File: config.mk
export PLATFORM = sky130hd
export DESIGN_NAME = prog_shift_reg
export DESIGN_NICKNAME = d
export VERILOG_FILES = /design/src/rtl/psr_pkg.sv /design/src/rtl/psr_event_detect.sv /design/src/rtl/psr_input_sel.sv /design/src/rtl/psr_stage_chain.sv /design/src/rtl/psr_tap_select.sv /design/src/rtl/prog_shift_reg.sv
export SDC_FILE = /design/constraint.sdc
export NUM_CORES = 1
export LEC_CHECK = 0
export CAP_MARGIN = 20
export CORE_UTILIZATION = 41
export DETAILED_ROUTE_END_ITERATION = 8
export PLACE_DENSITY = 0.54
export SLEW_MARGIN = 20
export SYNTH_ARGS = -nofsm -noshare
export SYNTH_HDL_FRONTEND = slang
export SYNTH_SLANG_ARGS = --single-unit
File: constraint.sdc
create_clock -name clk -period 4.78 [get_ports clk]
set_clock_uncertainty 0.05 [all_clocks]
set_input_delay 0.956 -clock clk [delete_from_list [all_inputs] [get_ports clk]]
set_output_delay 0.956 -clock clk [all_outputs]
set_load 0.01 [all_outputs]
File: src/rtl/psr_pkg.sv
package psr_pkg;
  localparam int unsigned PSR_STAGES = 64;
  localparam int unsigned PSR_CODE_W = $clog2(PSR_STAGES);

  // effective register length for a given length code
  function automatic int unsigned psr_length(input logic [PSR_CODE_W-1:0] code);
    return int'(code) + 1;
  endfunction

  // stage index that feeds the output for a given length code
  function automatic int unsigned psr_tap(input logic [PSR_CODE_W-1:0] code);
    return psr_length(code) - 1;
  endfunction

  // shift event from current and previous samples of clock and enable
  function automatic logic psr_event(input logic clk_now, input logic clk_prev,
                                     input logic en_n_now, input logic en_n_prev);
    logic rise_enabled;
    logic en_fall_clk_high;
    rise_enabled     = clk_now && !clk_prev && !en_n_now;
    en_fall_clk_high = !en_n_now && en_n_prev && clk_now;
    return rise_enabled || en_fall_clk_high;
  endfunction
endpackage

File: src/rtl/psr_event_detect.sv
module psr_event_detect (
  input  logic clk,
  input  logic rst,
  input  logic shift_clk,
  input  logic shift_en_n,
  output logic sclk_smp,
  output logic shift_evt
);
  import psr_pkg::*;

  localparam int unsigned WARM_CYC = 2;

  logic sclk_prev;
  logic en_smp;
  logic en_prev;
  logic [WARM_CYC-1:0] warm;

  always_ff @(posedge clk or posedge rst) begin
    if (rst) begin
      sclk_smp  <= 1'b0;
      sclk_prev <= 1'b0;
      en_smp    <= 1'b1;
      en_prev   <= 1'b1;
      warm      <= '0;
    end else begin
      sclk_smp  <= shift_clk;
      sclk_prev <= sclk_smp;
      en_smp    <= shift_en_n;
      en_prev   <= en_smp;
      warm      <= {warm[WARM_CYC-2:0], 1'b1};
    end
  end

  // events are only trusted once both sample stages hold real input values
  assign shift_evt = warm[WARM_CYC-1] && psr_event(sclk_smp, sclk_prev, en_smp, en_prev);
endmodule

File: src/rtl/psr_input_sel.sv
module psr_input_sel (
  input  logic sel_a,
  input  logic din_a,
  input  logic din_b,
  output logic din_sel
);
  always_comb begin
    if (sel_a) din_sel = din_a;
    else       din_sel = din_b;
  end
endmodule

File: src/rtl/psr_stage_chain.sv
module psr_stage_chain #(
  parameter int unsigned STAGES = 64
) (
  input  logic              clk,
  input  logic              rst,
  input  logic              shift_evt,
  input  logic              din_sel,
  output logic [STAGES-1:0] stage_q
);
  for (genvar i = 0; i < STAGES; i++) begin : g_stage
    logic next_bit;
    if (i == 0) begin : g_head
      assign next_bit = din_sel;
    end else begin : g_body
      assign next_bit = stage_q[i-1];
    end

    always_ff @(posedge clk or posedge rst) begin
      if (rst)            stage_q[i] <= 1'b0;
      else if (shift_evt) stage_q[i] <= next_bit;
    end
  end
endmodule

File: src/rtl/psr_tap_select.sv
module psr_tap_select #(
  parameter int unsigned STAGES = 64,
  localparam int unsigned CODE_W = $clog2(STAGES)
) (
  input  logic [STAGES-1:0] stage_q,
  input  logic [CODE_W-1:0] len_code,
  output logic              tap_bit
);
  import psr_pkg::*;

  always_comb begin
    tap_bit = 1'b0;
    for (int unsigned k = 0; k < STAGES; k++) begin
      if (psr_tap(len_code) == k) tap_bit = stage_q[k];
    end
  end
endmodule

File: src/rtl/prog_shift_reg.sv
module prog_shift_reg #(
  parameter int unsigned STAGES = psr_pkg::PSR_STAGES,
  localparam int unsigned CODE_W = $clog2(STAGES)
) (
  input  logic              clk,
  input  logic              rst,
  input  logic              shift_clk,
  input  logic              shift_en_n,
  input  logic              sel_a,
  input  logic              din_a,
  input  logic              din_b,
  input  logic [CODE_W-1:0] len_code,
  output logic              q,
  output logic              q_n
);
  logic              shift_evt;
  logic              sclk_smp;
  logic              din_sel;
  logic [STAGES-1:0] stage_q;
  logic              tap_bit;

  psr_event_detect u_evt (
    .clk        (clk),
    .rst        (rst),
    .shift_clk  (shift_clk),
    .shift_en_n (shift_en_n),
    .sclk_smp   (sclk_smp),
    .shift_evt  (shift_evt)
  );

  psr_input_sel u_sel (
    .sel_a   (sel_a),
    .din_a   (din_a),
    .din_b   (din_b),
    .din_sel (din_sel)
  );

  psr_stage_chain #(.STAGES(STAGES)) u_chain (
    .clk       (clk),
    .rst       (rst),
    .shift_evt (shift_evt),
    .din_sel   (din_sel),
    .stage_q   (stage_q)
  );

  psr_tap_select #(.STAGES(STAGES)) u_tap (
    .stage_q  (stage_q),
    .len_code (len_code),
    .tap_bit  (tap_bit)
  );

  assign q   = tap_bit;
  assign q_n = ~tap_bit;
endmodule

Word-level counts from Yosys, hierarchy flattened:

Index checks and enable logic that the tools add are counted.

* reduce and logical (&&, ||, !) cells: 9
* add/subtract/negate cells: 2
* order comparisons: 0
* $mul: 0
* divide/modulo/power cells: 0
* mux-type cells: 65
* equal/unequal tests: 63
* bitwise logic cells: 1
* shift operators: 0

Operators by type and width (number)
* $eq 32x6->1 const B: 32
* $eq 32x5->1 const B: 16
* $eq 32x4->1 const B: 8
* $eq 32x3->1 const B: 4
* $mux 1: 65
* $eq 32x2->1 const B: 2
* $eq 32x1->1 const B: 1
* $logic_not 32->1: 1
* $sub 32x1->32 const B: 1
* $add 6x1->7 const B: 1
* $logic_and 1x1->1: 5
* $logic_not 1->1: 2
* $logic_or 1x1->1: 1
* $not 1->1: 1

* bits of input ports: 13
* bits in writable memories: 0
* bits in registers: 70
* ROM bits: 0
* bits in latches: 0
* memories kept: 0

Longest topological paths before layout:

Gate-level depths: netlist of run 1.

* word-level depth: 68
* mapped depth: 14

Cells and area by module:

A second synthesis of run 1 with hierarchy kept.

* cells, all modules: 374
* area, all modules: 4561.9 um^2

Modules (own cells, without submodules)
* psr_stage_chain: instances 1, cells an instance 199, area an instance 3155.5 um^2
* psr_tap_select: instances 1, cells an instance 162, area an instance 1199.9 um^2
* psr_event_detect: instances 1, cells an instance 11, area an instance 187.7 um^2
* psr_input_sel: instances 1, cells an instance 1, area an instance 15.0 um^2
* prog_shift_reg: instances 1, cells an instance 1, area an instance 3.8 um^2

Worst setup path before layout of run 1:

Ideal clock, no wire load.

* path kind: input to output
* start: input len_code[0]
* end: output q_n
* slack: 448 ps
* data arrival time: 3326 ps
* buffers on the path: 1
* required time: 3774 ps
* stages: 10
* cell sequence: ha_1 > buf_6 > or3_4 > o32a_4 > mux2i_4 > nand3_2 > or4_1 > a21oi_1 > a211oi_1 > o221a_1

* word-level cells in the longest chain between the ends: 68
* elaborated cells on any way between the ends: 131
* those cells by class: add/sub (2); eq/ne (63); mux (64); bitwise (1); reduce/logical (1)

Ends and longest elaborated chain
* start, declared: line prog_shift_reg.sv:12 `input logic [CODE_W-1:0] len_code,`
* $add 6x1->7 *: line psr_pkg.sv:7 `return int'(code) + 1;`
* $sub 32x1->32 *: line psr_pkg.sv:12 `return psr_length(code) - 1;`
* $logic_not 32->1: line psr_tap_select.sv:14 `if (psr_tap(len_code) == k) tap_bit = stage_q[k];`
* $mux 1 (63 in a row): line psr_tap_select.sv:14
* $mux 1 *: line psr_tap_select.sv:14
* $not 1->1 *: line prog_shift_reg.sv:53 `assign q_n = ~tap_bit;`
* end, declared: line prog_shift_reg.sv:14 `output logic q_n`

Mark *: on every way between the ends. The rest lies on a longest branch, timed or not.

Worst setup path after layout of run 1:

* start: input len_code[0]
* end: output q

* word-level cells in the longest chain between the ends: 67
* elaborated cells on any way between the ends: 130
* those cells by class: add/sub (2); eq/ne (63); mux (64); reduce/logical (1)

Ends and longest elaborated chain
* $add 6x1->7 *: line psr_pkg.sv:7
* $sub 32x1->32 *: line psr_pkg.sv:12
* $logic_not 32->1: line psr_tap_select.sv:14
* $mux 1 (63 in a row): line psr_tap_select.sv:14
* $mux 1 *: line psr_tap_select.sv:14
* end, declared: line prog_shift_reg.sv:13 `output logic q,`

Marked as above.

==> reports/results.ini, run 1 <==
[floorplanning]
die_h_um = 103.0
start_util_pct = 42.62
pin_count = 15
die_x_um = 103.0
die-area_sq_mm = 0.01062
num_rows = 36
fp.coreArea_sq_mm = 0.009819

[cts]
cts.sinks = 70
clock-root-buffer = clkbuf_8
cts_tree = done
clock_path_buffers = 2
postCtsHoldBufs = 0
insertion_delay_ns = 0.36
htree_levels = 3
cts_buffers = 9
path_clk_slew_ns = 0.07

[timing]
slew_headroom_pct = 40.15
period_share_pct = 98.09
finalHoldViolations = 0
finalSetupViolCount = 0
period_needed_ns = 4.689
setup_slack_ns = 0.09139
max_freq_mhz = 213.3
final-max-slew-violation-count = 0
worst_pin_slew_ns = 0.8965

[synthesis]
synth_compound_area_share_pct = 18.59
synthCells = 411
yosysUniqueCellTypes = 69
seq_area_frac_synth_pct = 41.91
ys_warn_count = 0
synth_simple_gate_area_share_pct = 13.75
synth-edff-count = 0
muxShareOfSynthArea_pct = 18.15
syn_area_sq_mm = 0.004185
async_flop_share_pct = 100.0
ys_ff_latch = 70
synth_xor_area_share_pct = 1.644
synth_top_family_by_area = compound AO/OA/AOI/OAI gates
syn_area_per_cell_sq_um = 10.18
syn_nets = 430
synth_fa_ha_area_share_pct = 2.033
ys.flop_type = dfrtp_1

[critical_path]
r2r_slack_ns = 2.82
cp_max_fo = 5
crit_path_start_kind = input port
timing.rr.start = u_evt.en_prev$_DFF_PP1_
crit_arrival_ns = 3.68
required_ns = 3.77
reg2reg_to = u_chain.g_stage[49].next_bit$_DFFE_PP0P_
rr_worst_depth = 4
cp-end-kind = primary output
setup.worst_path.class = in2out

[cells_and_area]
mostFrequentLayoutCell = buf_4
final_cell_mix = buf_4 (81), dfrtp_1 (68), mux2_2 (61)
fin_nets = 516
fin_util_pct = 56.40
antenna_cells = 0
syn_to_final_growth_pct = 32.32
drive_gt1_share_pct = 42.63
instances_no_fill = 635
final_cell_area_sq_mm = 0.005538

[place]
post-place-ws_ns = -0.8152
dp_hpwl_um = 7790
gp_congestion = 0.8637
post-place-cells = 609
place_area_sq_mm = 0.004996
numPortBuffers = 14

[power]
peakVddDrop_v = 0.0001836
combPwrFrac_pct = 24.1
pwr-share-clk_pct = 34.2
powerDensity_mw_per_mm2 = 283.7
switching_share_pct = 28.47
internal_power_uw = 1124
p_total_uw = 1571
p_leak_uw = 0.002464
seqPwrFrac_pct = 41.8
power_switching_uw = 447.3

[job]
cap_viol_max_count = 0

[global_route]
antenna_found_initial = 0
grt_pass1_vias = 3587
track_usage_pct = 22.55
grt_pass1_wl_um = 18080
grt_max_degree = 69
gr-total-overflow = 0

[hold_path]
min_from = u_evt.warm[0]$_DFF_PP0_
hold_depth = 0
hold_class = reg2reg
min_to = u_evt.warm[1]$_DFF_PP0_

[routing]
vias = 3532
antenna_left = 0
vias_per_cell = 5.562
first_iter_violations = 132
wl_per_cell_um = 17.24
drt_pass1_iterations = 4
wl_um = 10950
remaining_drc_errors = 0

[status]
status = finished, final reports clean

[timing repair]
| item | in CTS | in global routing |
|---|---|---|
| setup endpoints to repair | 2 | 2 |
| gates resized for setup | 35 | 29 |
| pin swaps | 12 | 14 |
| endpoints found under the hold margin | 0 | 0 |
| buffers inserted | 7 | 3 |
[power by group through the flow]
stage          sequential, uW  clock [uW]  combinational (uW)
6_report                  656         537                 378
3_3_place_gp              667           0                 334
4_1_cts                   656         552                 355
2_1_floorplan             656           0                 202
5_1_grt                   660         573                 411
3_5_place_dp              669           0                 336
[stage by stage]
stage	TNS (ns)	hold WS (ns)
2_1_floorplan	0	0.2812
3_3_place_gp	-1.531	0.2830
3_5_place_dp	-1.628	0.2955
4_1_cts	0	0.3136
5_1_grt	-0.01055	0.3218
6_report	0	0.3088
[Yosys cell counts, drive strengths merged (2+ instances only)]
cell | n | share of area (%)
nor2b | 5 | 0.75
xnor2 | 5 | 1.2
o2111ai | 3 | 0.63
a211oi | 8 | 1.6
nor3 | 6 | 0.72
nor4 | 2 | 0.30
o221a | 3 | 0.81
nor4b | 2 | 0.42
mux2 | 61 | 16
nand4 | 2 | 0.30
o21ai | 19 | 2.3
or2 | 2 | 0.30
mux2i | 6 | 1.7
nand3 | 19 | 2.4
o31a | 2 | 0.42
a221oi | 2 | 0.42
o311ai | 3 | 0.63
dfstp | 2 | 1.3
a2bb2oi | 2 | 0.42
o211ai | 3 | 0.66
a21o | 2 | 0.36
nor2 | 19 | 1.7
nand2b | 10 | 1.5
ha | 6 | 1.8
o32a | 4 | 1.3
nand2 | 30 | 2.7
a21oi | 23 | 2.8
o311a | 2 | 0.48
inv | 10 | 0.90
o221ai | 2 | 0.42
dfrtp | 68 | 41
buf | 10 | 1.2
a311oi | 3 | 0.63
o21a | 2 | 0.36
and3 | 7 | 1.0
a221o | 3 | 0.72
o22a | 2 | 0.42
o22ai | 8 | 1.2
xor2 | 2 | 0.42
clkbuf | 18 | 1.6
a31oi | 6 | 0.90
[worst max-delay path, stage by stage]
cell and delay [ns]:
clkbuf_2 0.10, buf_6 0.12, ha_4 0.17, buf_8 0.13
or3_4 0.41, o32a_4 0.39, mux2i_4 0.19, nand3_2 0.10
or4_4 0.49, a21oi_2 0.16, a211oi_2 0.08, o221ai_1 0.22
buf_2 0.16
[cell families (layout without fill, tap and decap cells)]
logic type | after synthesis | in the layout
compound gates | 108 | 108
flops | 70 | 70
buf+inv | 39 | 130
other cells | 1 | 1
fa+ha+maj | 7 | 7
xor+xnor | 7 | 7
mux | 67 | 67
simple gates | 112 | 112
[area by class of cell]
cell class | instances | area, sq um
multi-input combinational | 302 | 2506
sequential | 70 | 1754
fill | 927 | 4282
clock inverter | 6 | 85.08
timing repair buffer | 103 | 847.1
inverter | 11 | 41.29
clock buffer | 10 | 137.6
tap | 133 | 166.4
[flip-flops by register name, indices dropped and copies added (netlist names)]
| name | count |
|---|---|
| u_evt.en_smp | 1 |
| u_evt.warm | 2 |
| u_evt.sclk_smp | 1 |
| u_chain.stage_q | 1 |
| u_chain.g_stage.next_bit | 63 |
| u_evt.en_prev | 1 |
| u_evt.sclk_prev | 1 |
[routing by layer]
layer  vias to the layer above  wire [um]  global-route usage, %
li1                       1717          -                      -
met1                      1732       5400                  31.08
met2                        62       5015                  35.03
met3                        21        312                  4.068
met4                         0        220                  9.209
met5                         -          0                      0
[worst max-delay path by stage]
stage | slack (ns) | startpoint | depth (start not counted) | to
final | 0.09 | len_code[0] | 13 | q
after detailed placement | -0.82 | len_code[1] | 17 | q
after CTS | 0.03 | len_code[0] | 16 | q_n
after floorplan | 0.45 | len_code[0] | 10 | q_n
after global placement | -0.79 | len_code[0] | 15 | q_n
after global routing | -0.01 | len_code[0] | 13 | q
No activity file was read; power rests on OpenSTA's default activity.
==> inputs of run 2 (changes only) <==
CAP_MARGIN = default   (was 20)
==> results of run 2 <==
The final DEF is identical to that of run 1; final timing and power are the same.
